[src/rtl/wp_rtc_regs.sv]
module wp_rtc_regs #(
  parameter int AW          = 6,
  parameter int STATUS_ADDR = 63,
  parameter int ZERO_ADDR   = 16,
  parameter int CLK_BASE    = 48,
  parameter int CLK_COUNT   = 8,
  parameter logic [7:0] ARM1_VAL = 8'h02,
  parameter logic [7:0] ARM2_VAL = 8'h06
) (
  input  logic       clk,
  input  logic       rst_n,
  input  logic       bus_start,
  input  logic       bus_stop,
  input  logic       bus_wr,
  input  logic [7:0] bus_wdata,
  input  logic       bus_rd,
  input  logic       pwr_fail,
  output logic [7:0] rd_data,
  output logic       rd_valid
);
  localparam int DEPTH = 1 << AW;

  typedef enum logic [1:0] {PH_HI, PH_LO, PH_DATA, PH_DROP} phase_t;

  phase_t          phase;
  logic [AW-1:0]   ptr;
  logic [7:0]      mem [DEPTH];
  logic            wel, rwel, fail_flag;

  logic do_start, do_stop, do_wr, do_rd;
  assign do_start = bus_start;
  assign do_stop  = !bus_start && bus_stop;
  assign do_wr    = !bus_start && !bus_stop && bus_wr;
  assign do_rd    = !bus_start && !bus_stop && !bus_wr && bus_rd;

  logic armed, at_status, at_zero, at_clock, lo_ok, data_wr;
  assign armed     = wel && rwel;
  assign at_status = int'(ptr) == STATUS_ADDR;
  assign at_zero   = int'(ptr) == ZERO_ADDR;
  assign at_clock  = int'(ptr) >= CLK_BASE && int'(ptr) < CLK_BASE + CLK_COUNT;
  assign lo_ok     = int'(bus_wdata) < DEPTH;
  assign data_wr   = do_wr && phase == PH_DATA;

  logic [7:0] cur_byte;
  always_comb begin
    if (at_status)    cur_byte = {5'b0, rwel, wel, fail_flag};
    else if (at_zero) cur_byte = 8'h00;
    else              cur_byte = mem[ptr];
  end

  always_ff @(posedge clk) begin
    if (!rst_n) begin
      phase <= PH_HI;
      ptr   <= '0;
    end else if (do_start || do_stop) begin
      phase <= PH_HI;
    end else if (do_wr) begin
      case (phase)
        PH_HI:   phase <= (bus_wdata == 8'h00) ? PH_LO : PH_DROP;
        PH_LO: begin
          if (lo_ok) begin
            phase <= PH_DATA;
            ptr   <= bus_wdata[AW-1:0];
          end else begin
            phase <= PH_DROP;
          end
        end
        PH_DATA: ptr <= ptr + 1'b1;
        default: phase <= PH_DROP;
      endcase
    end else if (do_rd) begin
      ptr <= ptr + 1'b1;
    end
  end

  always_ff @(posedge clk) begin
    if (!rst_n) begin
      for (int i = 0; i < DEPTH; i++) mem[i] <= 8'h00;
    end else if (data_wr && armed && !at_status && !at_zero) begin
      mem[ptr] <= bus_wdata;
    end
  end

  always_ff @(posedge clk) begin
    if (!rst_n) begin
      wel  <= 1'b0;
      rwel <= 1'b0;
    end else if (data_wr && at_status) begin
      if (bus_wdata == ARM1_VAL) begin
        wel  <= 1'b1;
        rwel <= 1'b0;
      end else if (bus_wdata == ARM2_VAL && wel) begin
        wel  <= 1'b1;
        rwel <= 1'b1;
      end else begin
        wel  <= 1'b0;
        rwel <= 1'b0;
      end
    end
  end

  always_ff @(posedge clk) begin
    if (!rst_n)                             fail_flag <= 1'b1;
    else if (pwr_fail)                      fail_flag <= 1'b1;
    else if (data_wr && armed && at_clock)  fail_flag <= 1'b0;
  end

  always_ff @(posedge clk) begin
    if (!rst_n) begin
      rd_data  <= 8'h00;
      rd_valid <= 1'b0;
    end else begin
      rd_valid <= do_rd;
      if (do_rd) rd_data <= cur_byte;
    end
  end
endmodule

[config.mk]
export PLATFORM = sky130hd
export DESIGN_NAME = wp_rtc_regs
export DESIGN_NICKNAME = d
export VERILOG_FILES = /design/src/rtl/wp_rtc_regs.sv
export SDC_FILE = /design/constraint.sdc
export NUM_CORES = 1
export LEC_CHECK = 0
export BUFFER_PORTS_ARGS = -buffer_cell sky130_fd_sc_hd__buf_4
export CAP_MARGIN = 20
export CORE_ASPECT_RATIO = 1.5
export CORE_MARGIN = 2
export CORE_UTILIZATION = 40
export DETAILED_ROUTE_END_ITERATION = 6
export SKIP_CTS_REPAIR_TIMING = 1
export SLEW_MARGIN = 10
export SYNTH_ARGS = -nofsm -noshare
export SYNTH_HDL_FRONTEND = slang
export SYNTH_SLANG_ARGS = --single-unit
[constraint.sdc]
create_clock -name clk -period 2.5 [get_ports clk]
set_clock_uncertainty 0.05 [all_clocks]
set_input_delay 0.125 -clock clk [delete_from_list [all_inputs] [get_ports clk]]
set_output_delay 0.125 -clock clk [all_outputs]
set_load 0.02 [all_outputs]
==> impl_metrics.toml <==
[die]
core-area_um2 = 61900
fp.dieH_um = 310
num_io_pins = 24
rows = 112
die_area_um2 = 64400
start_util = 0.402
die_x_um = 208

[yosys]
synthCells = 1696
synth_edf_count = 512
synth.top_cell.area_share = 0.617
ys_warn_count = 0
synth_largest_area_cell = "edfxtp_1"
synthTopCellsByArea = "edfxtp_1, and2_1, mux4_2, dfxtp_1, clkbuf_1"
synthArstFlopShare = 0
syn_area_um2 = 24900
synth_nets = 1713
ys_ff_latch = 538
syn_area_per_cell_um2 = 14.7
synth_cell_types = 52
ys_seq_area_frac = 0.638
synthFlopType = "edfxtp_1"

[min_path]
min-delay-start = "bus_stop"
whs_path_depth = 5
min_to = "ptr[0]"
hp-class = "input pin to flip-flop"

[worst_setup_path]
cp_cell_sequence = "inv_1 > ha_1 > nor4b_2 > o21ai_2 > buf_4 > nand4_1 > buf_12 > nor2_1 > and2_1"
path_class = "flip-flop to flip-flop"
cp.arrival_ps = 2830
endpoint_kind = "flip-flop"
crit_required_ps = 2900
max_stage_delay_ps = 420
crit_path_top_delay_cell = "nor2_1"
worstSetupStartpointType = "flip-flop"
timing.rr.end = "mem[50][0]"
rr_worst_depth = 9
r2r-start = "ptr[1]"
r2r_slack_ps = 60
crit_path_max_fanout = 12

[timing]
holdWs_ps = -16.3
worst_slew_pin_slew_ps = 864
maxSlewViolCount = 0
setup_viol = 0
period_needed_ps = 2440
fin_crit_sh = 0.974
max_freq_ghz = 0.411
setup_ws_ps = 64.1
rsz0062_at_grt = "yes"
max_slew_margin = 0.424
finalHoldViolCount = 2

[global_route]
grt_max_degree = 67
antenna_found_initial = 0
grt_pass1_vias = 15200
grtUsageTotal = 0.206
grt_pass1_wl_um = 98600
overflow = 0

[clocking]
cts_tree = "built"
cts_buffers = 49
clk_pin_slew_ps = 70
cts_buffer_depth = 3
clk_latency_ps = 590
clock_sinks = 538
root_buffer = "clkbuf_16"
htree_num_levels = 2

[power_and_ir_drop]
p_sw_uw = 4390
p_leak_uw = 0.00978
clock_power_share = 0.410
swShare = 0.221
vdd_drop_max_v = 0.000442
seq_power_share = 0.523
p_per_area_nw_per_um2 = 687
combPwrFrac = 0.066
p_int_uw = 15500

[routing]
drc = 0
firstDrtPassIters = 5
wirelength_um = 66300
wl_per_cell_um = 25.0
route.detailed.vias_per_inst = 5.53
vias = 14700
antenna_left = 0
drt_iter0_markers = 1272

[placed_design]
gp_congestion = 0.858
portBuffers = 23
post-dp-hpwl_um = 44600
dp_slack_ps = -233
dp_cells = 2549

[final_layout]
layout_commonest_cell = "and2_1"
layout_common_cells = "and2_1, edfxtp_1, buf_4"
drive_gt1_frac = 0.255
nets = 1828
fillers = 5316
synthToLayoutAreaGrowth_pct = 16.2
antenna-diode-count = 0
fin_cells = 2650

[run_status]
violations = "negative hold slack"
outcome = "finished with violations"

[flow_run]
drv_cap = 0
==> power by group through the flow <==
| stage | clock network, uW | registers [uW] | logic (uW) |
|---|---|---|---|
| 3_5_place_dp | 0 | 10600 | 1310 |
| 6_report | 8170 | 10400 | 1310 |
| 4_1_cts | 8290 | 10400 | 1310 |
| 5_1_grt | 8600 | 10500 | 1380 |
| 3_3_place_gp | 0 | 10600 | 1300 |
| 2_1_floorplan | 0 | 10500 | 758 |
==> critical path: cells and delay by family, from the launching register on <==
kind | cells | cell delay (ps)
buffers and inverters | 3 | 460
AOI/OAI and AO/OA | 1 | 210
DFF | 1 | 360
adders and majority gates | 1 | 170
and+or+nand+nor | 4 | 1020
==> worst max-delay path by stage <==
stage	cells past startpoint	end	slack (ps)	startpoint
floorplan	6	mem[13][0]	-140	ptr[0]
global placement	7	mem[56][7]	-170	ptr[0]
detailed placement	7	mem[56][3]	-230	ptr[1]
CTS	6	mem[56][3]	-240	ptr[0]
global route	7	mem[19][5]	-70	ptr[1]
finish	9	mem[50][0]	60	ptr[1]
==> logic make-up (layout without fill, tap and decap cells) <==
family / after synthesis / count (layout) / share of synthesized area
AND/OR/NAND/NOR: 716 / 716 / 0.169
flip-flops: 538 / 538 / 0.638
multiplexers: 159 / 159 / 0.133
AO/OA/AOI/OAI: 142 / 142 / 0.0339
buffers and inverters: 139 / 295 / 0.0252
adder cells (fa/ha/maj): 2 / 2 / 0.00100
==> flip-flops by register name, summed over array words and instances, names as in the netlist, named ones only <==
name,count
rd_valid,1
fail_flag,1
rd_data,8
mem,512
wel,1
rwel,1
phase,2
ptr,6
==> Yosys cell counts (2+ instances only) <==
| cell | number |
|---|---|
| buf_1 | 2 |
| a311oi_1 | 3 |
| ha_1 | 2 |
| or3b_2 | 5 |
| mux2_2 | 3 |
| edfxtp_1 | 512 |
| a221o_1 | 2 |
| or2_2 | 3 |
| clkbuf_1 | 99 |
| nor3b_1 | 3 |
| mux2i_1 | 20 |
| mux4_1 | 7 |
| nand3b_1 | 6 |
| and4_1 | 2 |
| buf_2 | 14 |
| buf_6 | 2 |
| dfxtp_1 | 26 |
| o21ai_0 | 73 |
| nand2b_1 | 3 |
| a211oi_1 | 3 |
| nand4_1 | 13 |
| or3_1 | 3 |
| a21oi_1 | 14 |
| and2_1 | 515 |
| buf_4 | 11 |
| inv_1 | 7 |
| o22ai_1 | 16 |
| a22oi_1 | 13 |
| a31oi_1 | 4 |
| and3_1 | 4 |
| or4_1 | 2 |
| a32oi_1 | 3 |
| nor3_1 | 11 |
| nor4bb_1 | 2 |
| mux4_2 | 129 |
| clkinv_1 | 2 |
| nor2b_1 | 9 |
| buf_12 | 2 |
| nor2_1 | 89 |
| nor4b_1 | 2 |
| nand2_1 | 25 |
| nand3_1 | 17 |
| o211ai_1 | 4 |
==> metal layers <==
layer  share of wire  vias to the layer above  track usage
met3           0.045                      136       0.0226
met5               0                        -            0
met4           0.048                        0       0.0910
met1            0.38                     7547        0.243
li1                -                     6521            -
met2            0.53                      458        0.379
==> final cells by class <==
type,instances,area (um2),share of cell area
clock buffer,56,1310,0.0451
clock inverter,36,425,0.0147
inverter,9,33.8,0.00117
multi-input combinational,1019,8610,0.298
sequential,538,15900,0.549
tap,798,998,0.0345
timing repair buffer,194,1670,0.0576
==> through the flow <==
| stage | TNS (ps) | power [uW] | util | cell area (um2) |
|---|---|---|---|---|
| after floorplan | -48320 | 11300 | - | 24900 |
| after global placement | -4240 | 11900 | 0.434 | 26900 |
| after detailed placement | -4450 | 11900 | 0.434 | 26900 |
| after CTS | -7170 | 20000 | 0.462 | 28600 |
| after global routing | -2000 | 20400 | 0.467 | 29000 |
| final | 0 | 19900 | 0.467 | 29000 |
Power figures use the tool's default switching activity.
